==> config.mk <==
export PLATFORM = sky130hd
export DESIGN_NAME = hz_ctrl
export DESIGN_NICKNAME = d
export VERILOG_FILES = /design/src/rtl/hz_pkg.sv /design/src/rtl/hz_src_pick.sv /design/src/rtl/hz_hold_detect.sv /design/src/rtl/hz_slot_track.sv /design/src/rtl/hz_ctrl.sv
export SDC_FILE = /design/constraint.sdc
export NUM_CORES = 1
export LEC_CHECK = 0
export ABC_CLOCK_PERIOD_IN_PS = 1350
export BUFFER_PORTS_ARGS = -buffer_cell sky130_fd_sc_hd__buf_2
export CAP_MARGIN = 20
export CORE_MARGIN = 8
export CORE_UTILIZATION = 38
export DETAILED_ROUTE_END_ITERATION = 6
export GPL_ROUTABILITY_DRIVEN = 0
export GPL_TIMING_DRIVEN = 0
export PLACE_DENSITY = 0.76
export SLEW_MARGIN = 20
export SYNTH_ARGS = -nofsm -noshare
export SYNTH_HDL_FRONTEND = slang
export SYNTH_SLANG_ARGS = --single-unit
==> constraint.sdc <==
create_clock -name clk -period 1.35 [get_ports clk]
set_clock_uncertainty 0.1 [all_clocks]
set_input_delay 0.0675 -clock clk [delete_from_list [all_inputs] [get_ports clk]]
set_output_delay 0.0675 -clock clk [all_outputs]
set_load 0.01 [all_outputs]
==> src/rtl/hz_pkg.sv <==
package hz_pkg;
  localparam int REG_AW = 5;

  typedef enum logic [1:0] {
    SRC_RF    = 2'd0,
    SRC_EXMEM = 2'd1,
    SRC_MEMWB = 2'd2
  } src_sel_e;

  typedef enum logic [1:0] {
    CLS_OTHER = 2'd0,
    CLS_BEQ   = 2'd1,
    CLS_JMP   = 2'd2,
    CLS_RSVD  = 2'd3
  } id_cls_e;
endpackage

==> src/rtl/hz_src_pick.sv <==
module hz_src_pick #(
  parameter int AW = 5
) (
  input  logic [AW-1:0] src,
  input  logic [AW-1:0] near_rd,
  input  logic          near_ok,
  input  logic [AW-1:0] far_rd,
  input  logic          far_ok,
  output logic [1:0]    sel
);
  import hz_pkg::*;

  logic src_live;
  logic near_hit;
  logic far_hit;

  always_comb begin
    src_live = (src != '0);
    near_hit = src_live && near_ok && (near_rd == src);
    far_hit  = src_live && far_ok && (far_rd == src);
    if (near_hit) begin
      sel = SRC_EXMEM;
    end else if (far_hit) begin
      sel = SRC_MEMWB;
    end else begin
      sel = SRC_RF;
    end
  end
endmodule

==> src/rtl/hz_hold_detect.sv <==
module hz_hold_detect #(
  parameter int AW = 5
) (
  input  logic [AW-1:0] id_rs,
  input  logic [AW-1:0] id_rt,
  input  logic          id_use_rs,
  input  logic          id_use_rt,
  input  logic          id_is_beq,
  input  logic [AW-1:0] ex_rd,
  input  logic          ex_regwr,
  input  logic          ex_memrd,
  input  logic [AW-1:0] mem_rd,
  input  logic          mem_regwr,
  input  logic          mem_memrd,
  output logic          hold
);
  logic ex_dst_live;
  logic mem_load_live;
  logic ex_hits_src;
  logic mem_hits_src;
  logic load_use;
  logic beq_wait;

  always_comb begin
    ex_dst_live   = ex_regwr && (ex_rd != '0);
    mem_load_live = mem_memrd && mem_regwr && (mem_rd != '0);
    ex_hits_src   = (id_use_rs && (ex_rd == id_rs)) ||
                    (id_use_rt && (ex_rd == id_rt));
    mem_hits_src  = (id_use_rs && (mem_rd == id_rs)) ||
                    (id_use_rt && (mem_rd == id_rt));
    load_use      = ex_dst_live && ex_memrd && ex_hits_src;
    beq_wait      = id_is_beq &&
                    ((ex_dst_live && ex_hits_src) || (mem_load_live && mem_hits_src));
    hold          = load_use || beq_wait;
  end
endmodule

==> src/rtl/hz_slot_track.sv <==
module hz_slot_track (
  input  logic clk,
  input  logic rst_n,
  input  logic xfer_leaves,
  output logic void_slot
);
  logic slot_d;
  logic slot_q;

  always_comb begin
    slot_d = xfer_leaves;
  end

  always_ff @(posedge clk or negedge rst_n) begin
    if (!rst_n) begin
      slot_q <= 1'b0;
    end else begin
      slot_q <= slot_d;
    end
  end

  assign void_slot = slot_q;
endmodule

==> src/rtl/hz_ctrl.sv <==
module hz_ctrl #(
  parameter int AW = hz_pkg::REG_AW
) (
  input  logic          clk,
  input  logic          rst_n,
  input  logic [AW-1:0] id_rs,
  input  logic [AW-1:0] id_rt,
  input  logic          id_use_rs,
  input  logic          id_use_rt,
  input  logic [1:0]    id_cls,
  input  logic [AW-1:0] ex_rs,
  input  logic [AW-1:0] ex_rt,
  input  logic [AW-1:0] ex_rd,
  input  logic          ex_regwr,
  input  logic          ex_memrd,
  input  logic [AW-1:0] mem_rd,
  input  logic          mem_regwr,
  input  logic          mem_memrd,
  input  logic [AW-1:0] wb_rd,
  input  logic          wb_regwr,
  output logic [1:0]    fwd_a,
  output logic [1:0]    fwd_b,
  output logic [1:0]    br_fwd_a,
  output logic [1:0]    br_fwd_b,
  output logic          pc_we,
  output logic          ifid_we,
  output logic          idex_bubble
);
  import hz_pkg::*;

  localparam int NSRC = 2;

  logic [NSRC-1:0][AW-1:0] alu_src;
  logic [NSRC-1:0][AW-1:0] cmp_src;
  logic [NSRC-1:0][1:0]    alu_sel;
  logic [NSRC-1:0][1:0]    cmp_sel;
  logic                    cmp_near_ok;
  logic                    raw_hold;
  logic                    void_slot;
  logic                    is_beq;
  logic                    is_xfer;
  logic                    hold;
  logic                    xfer_leaves;

  assign alu_src     = {ex_rt, ex_rs};
  assign cmp_src     = {id_rt, id_rs};
  assign cmp_near_ok = mem_regwr && !mem_memrd;

  for (genvar g = 0; g < NSRC; g++) begin : g_src
    hz_src_pick #(.AW(AW)) u_alu_pick (
      .src     (alu_src[g]),
      .near_rd (mem_rd),
      .near_ok (mem_regwr),
      .far_rd  (wb_rd),
      .far_ok  (wb_regwr),
      .sel     (alu_sel[g])
    );
    hz_src_pick #(.AW(AW)) u_cmp_pick (
      .src     (cmp_src[g]),
      .near_rd (mem_rd),
      .near_ok (cmp_near_ok),
      .far_rd  (wb_rd),
      .far_ok  (wb_regwr),
      .sel     (cmp_sel[g])
    );
  end

  always_comb begin
    is_beq  = (id_cls == CLS_BEQ);
    is_xfer = (id_cls == CLS_BEQ) || (id_cls == CLS_JMP);
  end

  hz_hold_detect #(.AW(AW)) u_hold (
    .id_rs     (id_rs),
    .id_rt     (id_rt),
    .id_use_rs (id_use_rs),
    .id_use_rt (id_use_rt),
    .id_is_beq (is_beq),
    .ex_rd     (ex_rd),
    .ex_regwr  (ex_regwr),
    .ex_memrd  (ex_memrd),
    .mem_rd    (mem_rd),
    .mem_regwr (mem_regwr),
    .mem_memrd (mem_memrd),
    .hold      (raw_hold)
  );

  always_comb begin
    hold        = raw_hold && !void_slot;
    xfer_leaves = is_xfer && !hold && !void_slot;
  end

  hz_slot_track u_slot (
    .clk         (clk),
    .rst_n       (rst_n),
    .xfer_leaves (xfer_leaves),
    .void_slot   (void_slot)
  );

  always_comb begin
    fwd_a       = alu_sel[0];
    fwd_b       = alu_sel[1];
    br_fwd_a    = cmp_sel[0];
    br_fwd_b    = cmp_sel[1];
    pc_we       = !hold;
    ifid_we     = !hold;
    idex_bubble = hold || void_slot;
  end
endmodule

# == Word level (Yosys, flattened, before mapping) ==
# Cells that the tools add are included.
# word_totals
ff_bits,1
latch_bits,0
mem_bits_rw,0
mem_bits_ro,0
inputBits,46
out_inout_bits,11
elab_cells,68
n_memories,0
# op_classes
add_sub_neg,0
n_mul,0
n_div,0
magnitude_cmp,0
n_eq_ne,12
n_shift,0
n_mux,8
bitwise,0
n_reduce_logical,47
# ops
operator,count
equality test 5 bit,10
logical AND 1 bit,32
nonzero test 5 bit,6
two-way mux 2 bit,8
logical OR 1 bit,6
zero test 1 bit,3
"equality test 2 x 1 -> 1 bit, second input constant",1
"equality test 2 bit, second input constant",1

# == Depth between registers and ports, before layout ==
# Gate-level depths: netlist of run 1.
# depth
word_depth,11
mapped_depth,8
depth_no_buf,7

# == Modules after synthesis ==
# Synthesis of run 1 repeated with hierarchy kept, for this count alone.
# hier_totals
hier_cells,117
hier_area_um2,927.1
# modules_own_cells
module,n_inst,cells_per_inst,area_each_um2,seq_area_each_um2
hz_src_pick,4,19,146.4,0.0
hz_hold_detect,1,33,269.0,0.0
hz_ctrl,1,7,47.5,0.0
hz_slot_track,1,1,25.0,25.0

# == Worst setup path after synthesis of run 1 ==
# Ideal clock, no wire load.
# synth_path
path_type,input to output
from,input port mem_rd[2]
to,output port pc_we
arrival_ns,1.422
t_required_ns,1.183
setup_slack_ns,-0.239
cell_stages,7
n_path_buf,2
path_cell_list,buf_2 -> or4_4 -> o21ai_0 -> nor3_1 -> a211oi_2 -> or2_1 -> buf_4
# synth_via
elab_chain_len,9
elab_cells_between_ends,13
classes_between,eq/ne (2); reduce/logical (11)
# synth_rtl
element,line,rtl
start: declaration,hz_ctrl.sv:16,"input logic [AW-1:0] mem_rd,"
"equality test 5 bit, on equally long branches","hz_hold_detect.sv:29, hz_hold_detect.sv:30",
"logical AND 1 bit, on equally long branches","hz_hold_detect.sv:29, hz_hold_detect.sv:30",
logical OR 1 bit,hz_hold_detect.sv:29,mem_hits_src = (id_use_rs && (mem_rd == id_rs)) ||
logical AND 1 bit (*),hz_hold_detect.sv:33,((ex_dst_live && ex_hits_src) || (mem_load_live && mem_hits_src));
logical OR 1 bit (*),hz_hold_detect.sv:33,
logical AND 1 bit (*),hz_hold_detect.sv:32,beq_wait = id_is_beq &&
logical OR 1 bit (*),hz_hold_detect.sv:34,hold = load_use || beq_wait;
logical AND 1 bit (*),hz_ctrl.sv:89,hold = raw_hold && !void_slot;
zero test 1 bit (*),n/a,
end: declaration,hz_ctrl.sv:25,"output logic pc_we,"
# Mark *: on every way between the ends. The rest lies on a longest branch, timed or not.

# == Worst setup path in the final report of run 1 ==
# layout_path
from,input port mem_rd[1]
to,output port pc_we
# layout_via
elab_chain_len,9
elab_cells_between_ends,13
classes_between,eq/ne (2); reduce/logical (11)
# layout_rtl
element,line,rtl
"equality test 5 bit, on equally long branches","hz_hold_detect.sv:29, hz_hold_detect.sv:30",
"logical AND 1 bit, on equally long branches","hz_hold_detect.sv:29, hz_hold_detect.sv:30",
logical OR 1 bit,hz_hold_detect.sv:29,
logical AND 1 bit (*),hz_hold_detect.sv:33,
logical OR 1 bit (*),hz_hold_detect.sv:33,
logical AND 1 bit (*),hz_hold_detect.sv:32,
logical OR 1 bit (*),hz_hold_detect.sv:34,
logical AND 1 bit (*),hz_ctrl.sv:89,
zero test 1 bit (*),hz_ctrl.sv:105,pc_we = !hold;
# Marked as above.

==> impl_metrics.json, run 1 <==
{
  "ys.flop_type": "dfrtp_1",
  "critPathCaptureType": "primary output",
  "final_cell_mix": "xnor2_1, buf_2, buf_4",
  "die_height_um": 64.22,
  "synth_area_leaders": "xnor2_1, nand4_1, buf_4, xor2_1, nor4_1",
  "critPathRequiredTime_ns": 1.18,
  "power_density_nw_per_um2": 328.2,
  "antenna_found_initial": 0,
  "drt-initial-drc-count": 44,
  "worst_pin_slew_ns": 0.3593,
  "finalCriticalPeriod_ns": 1.745,
  "yosys.area.top_type_share_pct": 45.61,
  "p_leak_uw": 0.0005799,
  "critPathMaxFanout": 2,
  "ys_seq_area_share_pct": 2.833,
  "path_class": "primary input to primary output",
  "async_flop_share_pct": 100.0,
  "finalWorstSetupSlack_ns": -0.3950,
  "sw_frac_of_total_pct": 46.19,
  "fmax_ghz": 0.5731,
  "peakVddDrop_uv": 257.2,
  "synth_cells": 121,
  "grt_max_degree": 7,
  "outcome": "finished, violations left",
  "met1_usage_pct": 18.95,
  "grt_usage_pct": 16.99,
  "crit_arrival_ns": 1.58,
  "synth-edff-count": 0,
  "fin_nets": 228,
  "dr.pass1.iters": 7,
  "fp.coreArea_um2": 2212,
  "pwr-share-clk_pct": 0,
  "dpl.cell_count": 195,
  "final_util_pct": 66.12,
  "io_buffers": 46,
  "met2_usage_pct": 31.74,
  "hp-class": "primary input to register",
  "ant_nets": 0,
  "placementRows": 17,
  "clk_pin_slew_ns": 0,
  "slew_violations": 0,
  "synth_top_area_cell": "xnor2_1",
  "io_pins": 57,
  "via_per_inst": 5.493,
  "finalInstanceArea_um2": 1463,
  "setup_viol": 10,
  "yosysWarnings": 0,
  "final_common_cell": "xnor2_1",
  "grtUsageMet3_pct": 2.962,
  "dpl_cell_area_um2": 1176,
  "hold_viol": 0,
  "instances_no_fill": 207,
  "grt_pass1_wl_mm": 5.823,
  "initial_utilization_pct": 39.93,
  "wirelength_mm": 3.790,
  "clk_latency_ns": 0,
  "place_ws_ns": -0.4147,
  "die_x_um": 64.22,
  "synth_nets": 168,
  "yosysUniqueCellTypes": 29,
  "vias": 1137,
  "crit_path_start_kind": "primary input",
  "rsz0062_at_grt": "yes",
  "drc_errors": 0,
  "ys_ff_latch": 1,
  "violations": "negative setup slack",
  "top_usage_layer": "met2",
  "hpwl_mm": 2.651,
  "post-route-period-util_pct": 129.3,
  "pwr-share-comb_pct": 91.6,
  "largest_reg_flops": 1,
  "die-area_um2": 4124,
  "cap_violations": 0,
  "p_seq_share_pct": 8.4,
  "p_int_uw": 258.3,
  "synthesis.area_um2": 883.3,
  "grt_pass1_vias": 1242,
  "relSlewSlack_pct": 76.05,
  "drive_above_1_share_pct": 51.40,
  "wire_per_inst_um": 18.31,
  "switchingPower_uw": 221.7,
  "antennaDiodeCount": 0,
  "syn_area_per_cell_um2": 7.300,
  "area_delta_synth_final_pct": 65.58,
  "fin_tns_setup_ns": -1.869,
  "overflow": 0
}
[final timing paths]
check | cells past startpoint | from | end | slack, ns
min | 3 | id_cls[0] | u_slot.void_slot | 0.27
max reg2reg | 1 | u_slot.void_slot | u_slot.void_slot | 0.62
max | 8 | mem_rd[1] | pc_we | -0.39
max in group asynchronous | 2 | rst_n | u_slot.void_slot | 0.76
min reg2reg | 1 | u_slot.void_slot | u_slot.void_slot | 0.39
min in group asynchronous | 2 | rst_n | u_slot.void_slot | 0.30
[per-layer routing]
metal | up-vias | routed length, um
met5 | - | 0
met4 | 0 | 151
met3 | 14 | 274
met2 | 62 | 2020
met1 | 535 | 1343
li1 | 526 | -
[power by group through the flow]
stage	logic, uW	clock network (uW)	registers [uW]
final	440	0	40.2
after global routing	470	0	40.9
after CTS	404	0	39.4
after detailed placement	350	0	39.4
after global placement	338	0	37.9
after floorplan	218	0	37.5
[through the flow]
step	total power, uW	hold WS [ns]
after floorplan	255.6	-0.3281
after global placement	375.4	-0.2574
after detailed placement	389.2	-0.2574
after CTS	443.1	0.2715
after global routing	511.3	0.3006
final	480.0	0.2677
[timing repair]
item / CTS / global route
resized for setup: 34 / 11
endpoints found under the hold margin: 1 / 0
pin swaps: 13 / 10
endpoints found under the setup margin: 11 / 12
hold buffers: 1 / 0
buffers inserted: 11 / 2
[cell usage after synthesis, types with 2 or more instances]
cell type,number
buf_4,5
xnor2_1,46
clkbuf_1,6
o21ai_0,2
buf_2,3
nand2_1,8
nor3_1,4
nand2b_1,2
or4_1,4
nor4_1,5
xor2_1,4
nor2_1,6
nand3_1,2
and4_1,2
nand4_1,8
[worst max-delay path: stages]
cell	delay (ns)
buf_8	0.10
or4_4	0.54
o21ai_2	0.16
nor3_2	0.05
a211oi_2	0.25
or2_1	0.19
buf_4	0.12
buf_6	0.09
[cell type report]
class / count / area [um^2]
plain buffers: 13 / 100.1
fillers: 179 / 749.5
inverters: 1 / 3.754
multi-input cells: 104 / 903.4
flip-flops and latches: 1 / 25.02
well taps: 28 / 35.03
repair buffers: 60 / 395.4
[cell families after synthesis]
group	synth area share (%)
fa+ha+maj	1.416
compound gates	4.816
xor+xnor	49.58
simple gates	31.16
buf+inv	10.20
flops	2.832
(Power assumes the default switching activity.)
==> run 2, diff against run 1 <==
--- a/config.mk
+++ b/config.mk
@@ -9,11 +9,12 @@
 export BUFFER_PORTS_ARGS = -buffer_cell sky130_fd_sc_hd__buf_2
 export CAP_MARGIN = 20
 export CORE_MARGIN = 8
-export CORE_UTILIZATION = 38
+export CORE_UTILIZATION = 35
 export DETAILED_ROUTE_END_ITERATION = 6
 export GPL_ROUTABILITY_DRIVEN = 0
 export GPL_TIMING_DRIVEN = 0
-export PLACE_DENSITY = 0.76
+export PLACE_DENSITY = 0.71
+export RECOVER_POWER = 100
 export SLEW_MARGIN = 20
 export SYNTH_ARGS = -nofsm -noshare
 export SYNTH_HDL_FRONTEND = slang
==> run 2 against run 1 <==
  * The flow still finishes with violations (negative setup slack)
  * Power shrank 2.2%
  * Critical path depth did not move
  * Sequential share of layout area about the same
  * Critical path type unchanged
  * Highest routed layer unchanged
==> impl_metrics.json, run 2 (synthesis results as in run 1) <==
{
  "fmax_ghz": 0.6163,
  "hp-class": "primary input to register",
  "outcome": "finished, violations left",
  "placementRows": 18,
  "wirelength_mm": 3.546,
  "slew_violations": 0,
  "fin_tns_setup_ns": -1.512,
  "hold_viol": 0,
  "pwr-share-comb_pct": 91.9,
  "clk_pin_slew_ns": 0,
  "drc_errors": 0,
  "wire_per_inst_um": 17.13,
  "post-route-period-util_pct": 120.2,
  "initial_utilization_pct": 36.32,
  "cap_violations": 0,
  "die_height_um": 66.24,
  "grt_pass1_wl_mm": 5.402,
  "crit_slowest_cell": "or4_4",
  "power_density_nw_per_um2": 327.7,
  "p_int_uw": 252.8,
  "die_x_um": 66.24,
  "place_ws_ns": -0.3284,
  "antenna_found_initial": 0,
  "area_delta_synth_final_pct": 62.18,
  "crit_arrival_ns": 1.46,
  "grt_pass1_vias": 1117,
  "path_class": "primary input to primary output",
  "violations": "negative setup slack",
  "io_buffers": 46,
  "fin_nets": 226,
  "path_cells": "buf_8 -> or4_4 -> o21ai_2 -> nor3_2 -> a211oi_2 -> buf_4 -> nand2b_1 -> buf_2",
  "crit_buf_inv": 3,
  "clk_latency_ns": 0,
  "pwr-share-clk_pct": 0,
  "vias": 1114,
  "rsz0062_at_grt": "yes",
  "p_seq_share_pct": 8.1,
  "relSlewSlack_pct": 77.84,
  "ant_nets": 0,
  "p_leak_uw": 0.0005736,
  "via_per_inst": 5.382,
  "io_pins": 57,
  "fp.coreArea_um2": 2432,
  "worst_pin_slew_ns": 0.3324,
  "critPathRequiredTime_ns": 1.18,
  "drt-initial-drc-count": 44,
  "die-area_um2": 4387,
  "overflow": 0,
  "dr.pass1.iters": 4,
  "peakVddDrop_uv": 167.2,
  "setup_viol": 11,
  "sw_frac_of_total_pct": 46.16,
  "drive_above_1_share_pct": 50.28,
  "critPathCaptureType": "primary output",
  "critPathMaxStageDelay_ns": 0.54,
  "grt_usage_pct": 15.00,
  "grt_max_degree": 7,
  "critPathTopFamily": "simple AND/OR/NAND/NOR gates",
  "finalWorstSetupSlack_ns": -0.2727,
  "final_cell_mix": "xnor2_1, buf_2, buf_4",
  "antennaDiodeCount": 0,
  "crit_path_start_kind": "primary input",
  "finalCriticalPeriod_ns": 1.623,
  "critPathMaxFanout": 2,
  "hpwl_mm": 2.532,
  "largest_reg_flops": 1,
  "switchingPower_uw": 216.7
}
## run 2: repair_timing
item,in CTS,in global routing
pin swaps,19,12
cloned,0,0
endpoints found under the setup margin,11,11
gates resized for setup,36,2
endpoints found under the hold margin,1,0
hold buffers,1,0
buffers inserted,7,2
## run 2: cell type report
cell class	count	area, um^2
tap	30	37.54
buffer	15	107.6
multi-input combinational	104	907.1
inverter	1	3.754
sequential	1	25.02
fill	206	999.7
timing repair buffer	56	351.6
## run 2: power groups by stage
stage	clock, uW	combinational, uW	sequential [uW]
CTS	0	411	38.1
finish	0	431	38.1
floorplan	0	218	37.5
global route	0	459	38.5
global placement	0	339	37.9
detailed placement	0	348	38.1
## run 2: final timing paths
check | from | endpoint | slack [ns] | cells after the start
hold / removal | id_cls[0] | u_slot.void_slot | 0.27 | 3
min in group asynchronous | rst_n | u_slot.void_slot | 0.28 | 2
max in group asynchronous | rst_n | u_slot.void_slot | 0.77 | 2
hold reg to reg | u_slot.void_slot | u_slot.void_slot | 0.35 | 1
setup / recovery | mem_rd[2] | idex_bubble | -0.27 | 8
setup reg to reg | u_slot.void_slot | u_slot.void_slot | 0.64 | 1
## run 2: metrics by stage
step / power [uW] / cell area (um^2) / hold slack, ns / cells / util [%]
floorplan: 255.6 / 910.9 / -0.3281 / 121 / -
global placement: 377.4 / 1179 / -0.2574 / 197 / 48.46
detailed placement: 385.8 / 1179 / -0.2568 / 197 / 48.46
CTS: 449.0 / 1409 / 0.2762 / 205 / 57.92
global route: 497.8 / 1433 / 0.2930 / 207 / 58.90
finish: 469.5 / 1433 / 0.2727 / 207 / 58.90
## run 2: layer usage
| metal | vias up | track usage (%) | wire length (um) |
|---|---|---|---|
| met1 | 514 | 17.02 | 1279 |
| li1 | 524 | - | - |
| met4 | 0 | 3.200 | 74 |
| met3 | 10 | 2.542 | 342 |
| met5 | - | 0 | 0 |
| met2 | 66 | 28.11 | 1849 |
## run 2: worst min-delay path, delay by kind of cell
kind                     cells  cell delay (ns)
buffers and inverters        1             0.08
AND/OR/NAND/NOR              1             0.04
adder cells (fa/ha/maj)      1             0.13
==> run 3, diff against run 2 <==
--- a/config.mk
+++ b/config.mk
@@ -6,7 +6,7 @@
 export NUM_CORES = 1
 export LEC_CHECK = 0
 export ABC_CLOCK_PERIOD_IN_PS = 1350
-export BUFFER_PORTS_ARGS = -buffer_cell sky130_fd_sc_hd__buf_2
+export BUFFER_PORTS_ARGS = -buffer_cell sky130_fd_sc_hd__clkbuf_2
 export CAP_MARGIN = 20
 export CORE_MARGIN = 8
 export CORE_UTILIZATION = 35
==> run 3 against run 2 <==
  * The flow still finishes with violations (negative setup slack)
  * Sequential cell count is the same
  * Fmax shrank 2.0%
  * Sequential power grew 2%
  * Register-to-register slack lost 0.03 ns
  * Largest power group unchanged
==> impl_metrics.json, run 3 (synthesis results as in run 1) <==
{
  "die_x_um": 66.24,
  "wire_per_inst_um": 18.26,
  "clk_latency_ns": 0,
  "initial_utilization_pct": 36.32,
  "hpwl_mm": 2.584,
  "ant_nets": 0,
  "worst_pin_slew_ns": 0.3468,
  "dpl.cell_count": 197,
  "drc_errors": 0,
  "die_height_um": 66.24,
  "grt_max_degree": 7,
  "hp-class": "primary input to register",
  "crit_path_start_kind": "primary input",
  "crit_slowest_cell": "or4_4",
  "fmax_ghz": 0.6037,
  "fin_tns_setup_ns": -1.750,
  "setup_viol": 10,
  "post-route-period-util_pct": 122.7,
  "overflow": 0,
  "peakVddDrop_uv": 164.8,
  "critPathMaxFanout": 2,
  "pwr-share-comb_pct": 92.2,
  "largest_reg_flops": 1,
  "critPathCaptureType": "primary output",
  "seq_area_um2": 25.02,
  "dr.pass1.iters": 4,
  "rsz0062_at_grt": "yes",
  "critPathMaxStageDelay_ns": 0.53,
  "io_pins": 57,
  "slew_violations": 0,
  "drive_above_1_share_pct": 54.70,
  "sw_frac_of_total_pct": 46.79,
  "p_int_uw": 264.5,
  "fp.coreArea_um2": 2432,
  "final_common_cell": "xnor2_1",
  "pwr-share-clk_pct": 0,
  "clk_pin_slew_ns": 0,
  "die-area_um2": 4387,
  "grt_pass1_wl_mm": 5.209,
  "finalInstanceArea_um2": 1515,
  "grt_usage_pct": 14.17,
  "multi_input_area_um2": 933.4,
  "finalCriticalPeriod_ns": 1.656,
  "switchingPower_uw": 232.6,
  "area_delta_synth_final_pct": 71.53,
  "drt-initial-drc-count": 85,
  "grt_pass1_vias": 1141,
  "p_leak_uw": 0.0006152,
  "power_density_nw_per_um2": 328.0,
  "instances_no_fill": 211,
  "cap_violations": 0,
  "nFillCells": 203,
  "path_cells": "buf_8 -> or4_4 -> o21ai_2 -> nor3_2 -> a211oi_2 -> or2_1 -> buf_4 -> buf_6",
  "r2r_slack_ns": 0.61,
  "outcome": "finished, violations left",
  "violations": "negative setup slack",
  "path_class": "primary input to primary output",
  "finalWorstSetupSlack_ns": -0.3064,
  "place_ws_ns": -0.3534,
  "fin_nets": 230,
  "p_seq_share_pct": 7.8,
  "placementRows": 18,
  "dpl_cell_area_um2": 1179,
  "wirelength_mm": 3.852,
  "crit_arrival_ns": 1.49,
  "hold_viol": 0,
  "antenna_found_initial": 0,
  "final_cell_mix": "xnor2_1, clkbuf_2, buf_4",
  "vias": 1151,
  "antennaDiodeCount": 0,
  "via_per_inst": 5.455,
  "power.total_uw": 497.1,
  "relSlewSlack_pct": 76.88,
  "io_buffers": 46,
  "critPathRequiredTime_ns": 1.18
}
-- run 3: cell count changes in the layout (fill, tap and decap cells not counted), sizes merged --
cell | before | now
buf | 63 | 33
clkbuf | 7 | 41
-- run 3: worst max-delay path, delay by kind of cell --
family	cells	cell delay, ns
and+or+nand+nor	3	0.75
buffers and inverters	3	0.30
AOI/OAI and AO/OA	2	0.36
-- run 3: power by group through the flow --
stage               sequential, uW  combinational, uW  clock [uW]
floorplan                     37.5                218           0
global placement              37.9                339           0
detailed placement            38.9                348           0
CTS                           38.9                399           0
global route                  39.1                485           0
finish                        38.9                458           0
-- run 3: cell type report --
cell class	count	area share (%)
plain buffers	14	6.606
flip-flops and latches	1	1.652
well taps	30	2.477
repair buffers	61	27.42
multi-input cells	104	61.60
inverters	1	0.2477
-- run 3: what timing repair did --
| item | 4_1_cts | 5_1_grt |
|---|---|---|
| setup buffers | 7 | 7 |
| cloned | 0 | 0 |
| pin swaps | 17 | 13 |
| gates resized for setup | 27 | 31 |
| endpoints found under the hold margin | 1 | 0 |
| hold buffers | 1 | 0 |
| setup endpoints to repair | 11 | 11 |
-- run 3: final timing paths --
path / from / endpoint / depth (start not counted)
setup / recovery: mem_rd[1] / pc_we / 8
hold / removal: id_cls[0] / u_slot.void_slot / 3
setup reg to reg: u_slot.void_slot / u_slot.void_slot / 1
hold reg to reg: u_slot.void_slot / u_slot.void_slot / 1
max in group asynchronous: rst_n / u_slot.void_slot / 2
min in group asynchronous: rst_n / u_slot.void_slot / 2
-- run 3: layer usage --
metal,routed length (um),vias up,track usage (%)
li1,-,532,-
met1,1388,551,16.33
met2,2076,62,26.90
met3,319,6,1.695
met4,68,0,2.667
met5,0,-,0
-- run 3: through the flow --
| step | util [%] | hold WS, ns |
|---|---|---|
| finish | 62.29 | 0.2819 |
| global route | 62.29 | 0.3019 |
| CTS | 56.33 | 0.2891 |
| detailed placement | 48.46 | -0.2562 |
| global placement | 48.46 | -0.2572 |
| floorplan | - | -0.3281 |
